## config.mk

```make
export PLATFORM = sky130hd
export DESIGN_NAME = i2c_byte_port
export DESIGN_NICKNAME = d
export VERILOG_FILES = /design/src/rtl/i2cbs_pkg.sv /design/src/rtl/i2cbs_line_sync.sv /design/src/rtl/i2cbs_datapath.sv /design/src/rtl/i2cbs_control.sv /design/src/rtl/i2c_byte_port.sv
export SDC_FILE = /design/constraint.sdc
export NUM_CORES = 1
export LEC_CHECK = 0
export BUFFER_PORTS_ARGS = -buffer_cell sky130_fd_sc_hd__buf_2
export CAP_MARGIN = 20
export CORE_UTILIZATION = 51
export DETAILED_ROUTE_END_ITERATION = 16
export GPL_TIMING_DRIVEN = 1
export PLACE_DENSITY = 0.75
export SLEW_MARGIN = 20
export SYNTH_ARGS = -nofsm -noshare
export SYNTH_HDL_FRONTEND = slang
export SYNTH_SLANG_ARGS = --single-unit
```

## constraint.sdc

```tcl
create_clock -name clk -period 1.9 [get_ports clk]
set_clock_uncertainty 0.15 [all_clocks]
set_input_delay 0.19 -clock clk [delete_from_list [all_inputs] [get_ports clk]]
set_output_delay 0.19 -clock clk [all_outputs]
set_load 0.005 [all_outputs]
```

## src/rtl/i2cbs_pkg.sv

```systemverilog
package i2cbs_pkg;
  typedef enum logic [2:0] {
    ST_IDLE,
    ST_ADDR,
    ST_DATA,
    ST_WAIT,
    ST_HOLD
  } busState_t;

  typedef struct packed {
    logic sampleBit;
    logic shiftTx;
    logic loadData;
    logic loadAddr;
    logic setErr;
    logic clrErr;
  } dpStrobe_t;
endpackage

```

## src/rtl/i2cbs_line_sync.sv

```systemverilog
module i2cbs_line_sync #(
  parameter int STAGES = 2
) (
  input  logic clk,
  input  logic rstN,
  input  logic sclIn,
  input  logic sdaIn,
  output logic sdaS,
  output logic sclRise,
  output logic sclFall,
  output logic startEv,
  output logic stopEv
);
  logic [STAGES-1:0] sclPipe, sdaPipe;
  logic sclD, sdaD, sclS;

  always_ff @(posedge clk or negedge rstN) begin
    if (!rstN) begin
      sclPipe <= '1;
      sdaPipe <= '1;
      sclD    <= 1'b1;
      sdaD    <= 1'b1;
    end else begin
      sclPipe <= {sclPipe[STAGES-2:0], sclIn};
      sdaPipe <= {sdaPipe[STAGES-2:0], sdaIn};
      sclD    <= sclS;
      sdaD    <= sdaS;
    end
  end

  assign sclS    = sclPipe[STAGES-1];
  assign sdaS    = sdaPipe[STAGES-1];
  assign sclRise = sclS && !sclD;
  assign sclFall = !sclS && sclD;
  assign startEv = sclS && sclD && sdaD && !sdaS;
  assign stopEv  = sclS && sclD && !sdaD && sdaS;
endmodule

```

## src/rtl/i2cbs_datapath.sv

```systemverilog
module i2cbs_datapath
  import i2cbs_pkg::*;
#(
  parameter int DW = 8,
  parameter int AW = 7
) (
  input  logic          clk,
  input  logic          rstN,
  input  dpStrobe_t     strobe,
  input  logic          sdaS,
  input  logic [DW-1:0] wrData,
  output logic [DW-1:0] shiftQ,
  output logic [AW-1:0] addrQ,
  output logic          errFlag,
  output logic          addrMatch,
  output logic          rwBit,
  output logic          txBit
);
  always_ff @(posedge clk or negedge rstN) begin
    if (!rstN) begin
      shiftQ  <= '0;
      addrQ   <= '0;
      errFlag <= 1'b0;
    end else begin
      if (strobe.loadData)       shiftQ <= wrData;
      else if (strobe.sampleBit) shiftQ <= {shiftQ[DW-2:0], sdaS};
      else if (strobe.shiftTx)   shiftQ <= {shiftQ[DW-2:0], 1'b0};

      if (strobe.loadAddr) addrQ <= wrData[AW-1:0];

      if (strobe.setErr)      errFlag <= 1'b1;
      else if (strobe.clrErr) errFlag <= 1'b0;
    end
  end

  assign addrMatch = (shiftQ[DW-1 -: AW] == addrQ);
  assign rwBit     = shiftQ[0];
  assign txBit     = shiftQ[DW-1];
endmodule

```

## src/rtl/i2cbs_control.sv

```systemverilog
module i2cbs_control
  import i2cbs_pkg::*;
#(
  parameter int DW = 8
) (
  input  logic      clk,
  input  logic      rstN,
  input  logic      sclRise,
  input  logic      sclFall,
  input  logic      startEv,
  input  logic      stopEv,
  input  logic      sdaS,
  input  logic      wrEn,
  input  logic      regSel,
  input  logic      addrMatch,
  input  logic      rwBit,
  input  logic      txBit,
  output dpStrobe_t strobe,
  output logic      sclHold,
  output logic      sdaDrive,
  output logic      irq,
  output logic      startSeen
);
  localparam int CW = $clog2(DW + 2);
  localparam logic [CW-1:0] LAST_BIT = CW'(DW);
  localparam logic [CW-1:0] ACK_CLK  = CW'(DW + 1);

  busState_t     state;
  logic [CW-1:0] bitCnt;
  logic          ackDrive, txDrive, txMode, nackSeen;
  logic          dataWr, addrWr;

  assign dataWr = wrEn && !regSel;
  assign addrWr = wrEn && regSel;

  always_comb begin
    strobe           = '0;
    strobe.loadAddr  = addrWr && !startSeen;
    strobe.loadData  = dataWr && (state == ST_WAIT);
    strobe.setErr    = dataWr && (state != ST_WAIT);
    strobe.clrErr    = startEv;
    strobe.sampleBit = sclRise && (bitCnt < LAST_BIT) &&
                       ((state == ST_ADDR) || ((state == ST_DATA) && !txMode));
    strobe.shiftTx   = sclFall && (state == ST_DATA) && txMode &&
                       (bitCnt != '0) && (bitCnt < LAST_BIT);
  end

  always_ff @(posedge clk or negedge rstN) begin
    if (!rstN) begin
      state     <= ST_IDLE;
      bitCnt    <= '0;
      ackDrive  <= 1'b0;
      txDrive   <= 1'b0;
      txMode    <= 1'b0;
      nackSeen  <= 1'b0;
      startSeen <= 1'b0;
    end else if (startEv) begin
      state     <= ST_ADDR;
      bitCnt    <= '0;
      ackDrive  <= 1'b0;
      txDrive   <= 1'b0;
      txMode    <= 1'b0;
      nackSeen  <= 1'b0;
      startSeen <= 1'b1;
    end else if (stopEv) begin
      state     <= ST_IDLE;
      ackDrive  <= 1'b0;
      txDrive   <= 1'b0;
      startSeen <= 1'b0;
    end else begin
      case (state)
        ST_ADDR, ST_DATA: begin
          if (sclRise && bitCnt < ACK_CLK) begin
            if (bitCnt == LAST_BIT) nackSeen <= sdaS;
            bitCnt <= bitCnt + 1'b1;
          end else if (sclFall) begin
            if (bitCnt == LAST_BIT) begin
              if (state == ST_ADDR) begin
                if (addrMatch) begin
                  ackDrive <= 1'b1;
                  txMode   <= rwBit;
                end else begin
                  state <= ST_IDLE;
                end
              end else if (txMode) begin
                txDrive <= 1'b0;
              end else begin
                ackDrive <= 1'b1;
              end
            end else if (bitCnt == ACK_CLK) begin
              ackDrive <= 1'b0;
              bitCnt   <= '0;
              state    <= (state == ST_DATA && txMode && nackSeen) ? ST_HOLD : ST_WAIT;
            end
          end
        end
        ST_WAIT: begin
          if (dataWr) begin
            state   <= ST_DATA;
            bitCnt  <= '0;
            txDrive <= txMode;
          end
        end
        default: ;
      endcase
    end
  end

  assign sclHold  = (state == ST_WAIT);
  assign irq      = (state == ST_WAIT);
  assign sdaDrive = ackDrive || (txDrive && !txBit);
endmodule

```

## src/rtl/i2c_byte_port.sv

```systemverilog
module i2c_byte_port
  import i2cbs_pkg::*;
#(
  parameter int DW          = 8,
  parameter int AW          = 7,
  parameter int SYNC_STAGES = 2
) (
  input  logic          clk,
  input  logic          rstN,
  input  logic          wrEn,
  input  logic          rdEn,
  input  logic          regSel,
  input  logic [DW-1:0] wrData,
  output logic [DW-1:0] rdData,
  input  logic          sclIn,
  input  logic          sdaIn,
  output logic          sclOutLow,
  output logic          sdaOutLow,
  output logic          irq,
  output logic          startSeen,
  output logic          errFlag
);
  dpStrobe_t     strobe;
  logic          sdaS, sclRise, sclFall, startEv, stopEv;
  logic          addrMatch, rwBit, txBit;
  logic [DW-1:0] shiftQ;
  logic [AW-1:0] addrQ;

  i2cbs_line_sync #(.STAGES(SYNC_STAGES)) u_sync (
    .clk, .rstN, .sclIn, .sdaIn,
    .sdaS, .sclRise, .sclFall, .startEv, .stopEv
  );

  i2cbs_control #(.DW(DW)) u_ctrl (
    .clk, .rstN, .sclRise, .sclFall, .startEv, .stopEv, .sdaS,
    .wrEn, .regSel, .addrMatch, .rwBit, .txBit,
    .strobe, .sclHold(sclOutLow), .sdaDrive(sdaOutLow), .irq, .startSeen
  );

  i2cbs_datapath #(.DW(DW), .AW(AW)) u_dp (
    .clk, .rstN, .strobe, .sdaS, .wrData,
    .shiftQ, .addrQ, .errFlag, .addrMatch, .rwBit, .txBit
  );

  assign rdData = !rdEn ? '0 : (regSel ? {{(DW-AW){1'b0}}, addrQ} : shiftQ);
endmodule

```

==> impl_results.rst <==
.. list-table::
   :header-rows: 1

   * - Metric
     - Value
   * - Combinational family with the most area after synthesis
     - simple AND/OR/NAND/NOR gates
   * - Via Count
     - between 1,500 and 2,000
   * - Kind of launch point of the worst setup path
     - flip-flop
   * - Worst slew margin
     - between 40% and 50%
   * - Portion of the post-synthesis area used by sequential elements
     - 43.58%
   * - Cell area power density
     - 1323 nW/um^2
   * - Arrival time of data at the critical path endpoint
     - 2060 ps
   * - Critical-path cell list
     - nand2_2 -> or2_4 -> o2bb2ai_2 -> a221oi_4 -> mux2_4
   * - Result of the run
     - finished, violations left
   * - Antenna Diode Count
     - 0
   * - Number of register bits inferred by synthesis
     - 34
   * - Critical Path Slowest Stage Cell
     - dfstp_2
   * - Endpoint type of the worst setup path
     - flip-flop
   * - Starting density of the core
     - between 50% and 60%
   * - Synthesized-area fraction occupied by and/or/nand/nor cells
     - between 10% and 20%
   * - Number of distinct library cells after synthesis
     - 53
   * - Leak pwr
     - 1.252 nW
   * - Final wirelength
     - ~5500 um
   * - Clock tree from TritonCTS
     - done
   * - Average cell area after synthesis
     - 10.70 sq um
   * - Number of rows created at floorplan
     - 22
   * - Slew of the pin with the lowest slew margin
     - roughly 760 ps
   * - Layout area overhead
     - 36.53%
   * - Peak ir drop on the vdd network
     - 0.6442 mV
   * - Fmax achieved
     - just under 0.5 GHz
   * - Number of I/O port buffers
     - 27
   * - Depth of the CTS H-tree
     - 2
   * - Max-cap violations
     - 0
   * - Final net count
     - 278
   * - CTS max path bufs
     - 2
   * - Xor/xnor share of the synthesized area
     - under 10%
   * - Synthesized instance count
     - between 150 and 200
   * - Fillers
     - between 200 and 300
   * - Final worst path period share
     - 107.1%
   * - Synthesis Warnings
     - 0
   * - GRT overflow
     - 0
   * - Final estimated routing congestion in global placement
     - 0.9065
   * - Synthesized-area fraction occupied by ao, oa, aoi and oai cells
     - 17.85%
   * - Area of the die
     - 4114 sq um
   * - Share of post-route cells with drive strength above 1
     - a little over two fifths
   * - Library cell used as clock root buffer
     - clkbuf_8
   * - Clock-pin transition on the worst setup and hold timing paths
     - 70 ps
   * - I/O pin total
     - 28
   * - Total setup violations reported at the end of the flow
     - 17
   * - Wire length of the first global-routing pass
     - approximately 9000 um
   * - Setup ws final
     - -135.7 ps
   * - Overall die width
     - between 60 and 70 um
   * - Clock latency of the later-clocked register in the worst-skew pair
     - 290 ps
   * - Mux cell area share after synthesis
     - about a tenth
   * - Most instantiated flip-flop cell in the synthesis netlist
     - dfrtp_1
   * - Endpoint required time on the critical path
     - between 1500 and 2000 ps
   * - Detailed Routing Iterations Pass 1
     - 4
   * - Worst-path maximum fanout
     - 6
   * - Kind of critical path
     - reg -> reg
   * - Worst hold path class
     - in -> reg
   * - Post-detail-place hpwl
     - 3906 um
   * - Number of max-slew violations in the final report
     - 0
   * - Count of flip-flops with a built-in enable after synthesis
     - 0
   * - Initial antenna violation count
     - 0
   * - Syn_nets
     - between 200 and 250
   * - Clock sink count
     - 34
   * - Vias per Instance
     - 5.835
   * - Detailed-route wire length per cell
     - between 15 and 20 um
   * - Largest net degree at the start of global routing
     - 35
   * - Antenna-violating nets left
     - 0
   * - Num CTS Buffers
     - 5
   * - RSZ-0062 raised after global routing
     - true
   * - Total routing usage reported by global routing
     - 29.80%
   * - Core Area
     - around 3700 sq um
   * - Post-Place Cells
     - 290
   * - Tightest hold margin
     - roughly 4.3 ps
   * - Adder-cell area share of the yosys netlist
     - between 1.5 and 2%
   * - Largest stage delay, worst path
     - roughly 590 ps
   * - Clock period minus final worst setup slack
     - 2036 ps
   * - Final std cells w/o fill
     - slightly above 300
   * - Synth async-reset ratio
     - between 90% and 100%
   * - Final count of hold timing violations
     - 0
   * - Die Height
     - roughly 64 um
   * - Violated checks
     - negative setup slack
   * - Via count of the first global-routing pass
     - approximately 1,800
   * - Initial DRC Count
     - 127
   * - Drc violations
     - 0
   * - Total standard cell area after synthesis
     - approximately 2000 sq um
metal layers:
layer / GRT usage, % / wire (um) / vias up
met5: 0 / 0 / -
met1: 38.29 / 2425 / 898
met4: 12.50 / 100 / 0
li1: - / - / 829
met2: 48.01 / 2663 / 65
met3: 7.143 / 338 / 11
layout by cell type (no fill, tap or decap), types with 2 or more instances in the layout:
cell | Yosys | layout
mux2_4 | 0 | 3
nor2b_1 | 7 | 7
dfrtp_1 | 28 | 28
inv_2 | 1 | 3
a21o_1 | 4 | 4
o221a_1 | 6 | 6
o22a_1 | 2 | 2
dlygate4sd3_1 | 0 | 8
o21ai_0 | 6 | 6
buf_4 | 1 | 40
nand2_1 | 12 | 11
nor2_1 | 9 | 9
xnor2_1 | 7 | 7
clkbuf_8 | 0 | 5
clkinv_2 | 0 | 2
buf_2 | 2 | 27
nor3_2 | 2 | 2
nand2b_1 | 7 | 7
mux2i_1 | 7 | 7
nor3_1 | 5 | 4
dfstp_2 | 6 | 6
inv_1 | 6 | 4
or3_1 | 8 | 7
a21oi_1 | 4 | 3
nand3b_1 | 5 | 5
ha_1 | 3 | 2
mux2_2 | 9 | 9
and3_1 | 2 | 2
a31o_1 | 2 | 2
where the power goes:
group	switching (mW)	internal, mW
logic	0.869	0.954
registers	0.163	0.916
clock network	0.269	0.386
stage by stage:
stage	area (sq um)	worst slack (ps)	utilization [%]	total power [mW]	TNS, ps
final	2689	-135.7	72.90	3.557	-1552
after global routing	2689	-219.5	72.90	3.767	-2846
after CTS	2669	-145.5	72.35	3.524	-1347
after detailed placement	2435	-184.3	66.01	2.785	-1768
after global placement	2435	-66.21	66.01	2.704	-612.6
after floorplan	2008	-43.92	-	2.080	-249.2
Yosys cell counts, drive strengths merged (3+ instances only):
master,count,area (sq um)
inv,7,26.27
or3,8,50.05
buf,4,28.78
or2,3,18.77
nor3,7,45.04
o221a,6,67.56
a21o,4,30.03
dfstp,6,157.7
a21oi,4,20.02
dfrtp,28,700.7
nor2,9,33.78
nand2b,8,57.55
nand3b,5,37.54
nor2b,7,43.79
xnor2,7,61.31
o21ai,7,35.03
ha,3,37.54
nand2,12,45.04
a31o,3,26.28
mux2i,7,70.07
mux2,12,135.1
flip-flops by register name (all words and copies together) (netlist names), 2 cells and up:
| signal | flops |
|---|---|
| u_sync.sclPipe | 2 |
| u_ctrl.bitCnt | 4 |
| u_dp.addrQ | 7 |
| u_dp.shiftQ | 8 |
| u_sync.sdaPipe | 2 |
| u_ctrl.state | 3 |
worst max-delay path: cells and delay by family (launching register included):
kind | cells | cell delay [ps]
flip-flops | 1 | 590
multiplexers | 1 | 340
AND/OR/NAND/NOR | 2 | 340
AO/OA/AOI/OAI | 2 | 510
cell families (layout without fill, tap and decap cells):
logic type,count (synthesis),in the layout
AND/OR/NAND/NOR,67,67
AO/OA/AOI/OAI,41,41
flip-flops,34,34
multiplexers,19,19
buffers and inverters,13,90
XOR/XNOR,7,7
adder cells (fa/ha/maj),3,3
worst paths after layout:
check                                   from           endpoint  slack, ps  cells past startpoint
max                        u_sync.sclPipe[1]    u_ctrl.state[0]       -140                      5
min                                wrData[3]      u_dp.addrQ[3]          4                      2
max reg2reg                u_sync.sclPipe[1]    u_ctrl.state[0]       -140                      5
min reg2reg                u_sync.sclPipe[0]  u_sync.sclPipe[1]        210                      0
max in group asynchronous               rstN      u_dp.addrQ[2]        760                      2
min in group asynchronous               rstN    u_ctrl.state[1]        350                      2
cell type report:
type,count,area (sq um),share of cell area (%)
multi-input combinational,137,1120,41.65
inverter,7,26.28,0.9772
clock buffer,5,68.82,2.559
sequential,34,858.3,31.92
timing repair buffer,75,515.5,19.17
tap,48,60.06,2.234
clock inverter,3,40.04,1.489
repair_timing:
action,4_1_cts,5_1_grt
setup endpoints to repair,15,19
hold endpoints to repair,34,1
resized for setup,6,2
hold buffers,7,1
pin swaps,1,1
setup buffers,3,0
Note: power is estimated with default switching activity, not from simulation.
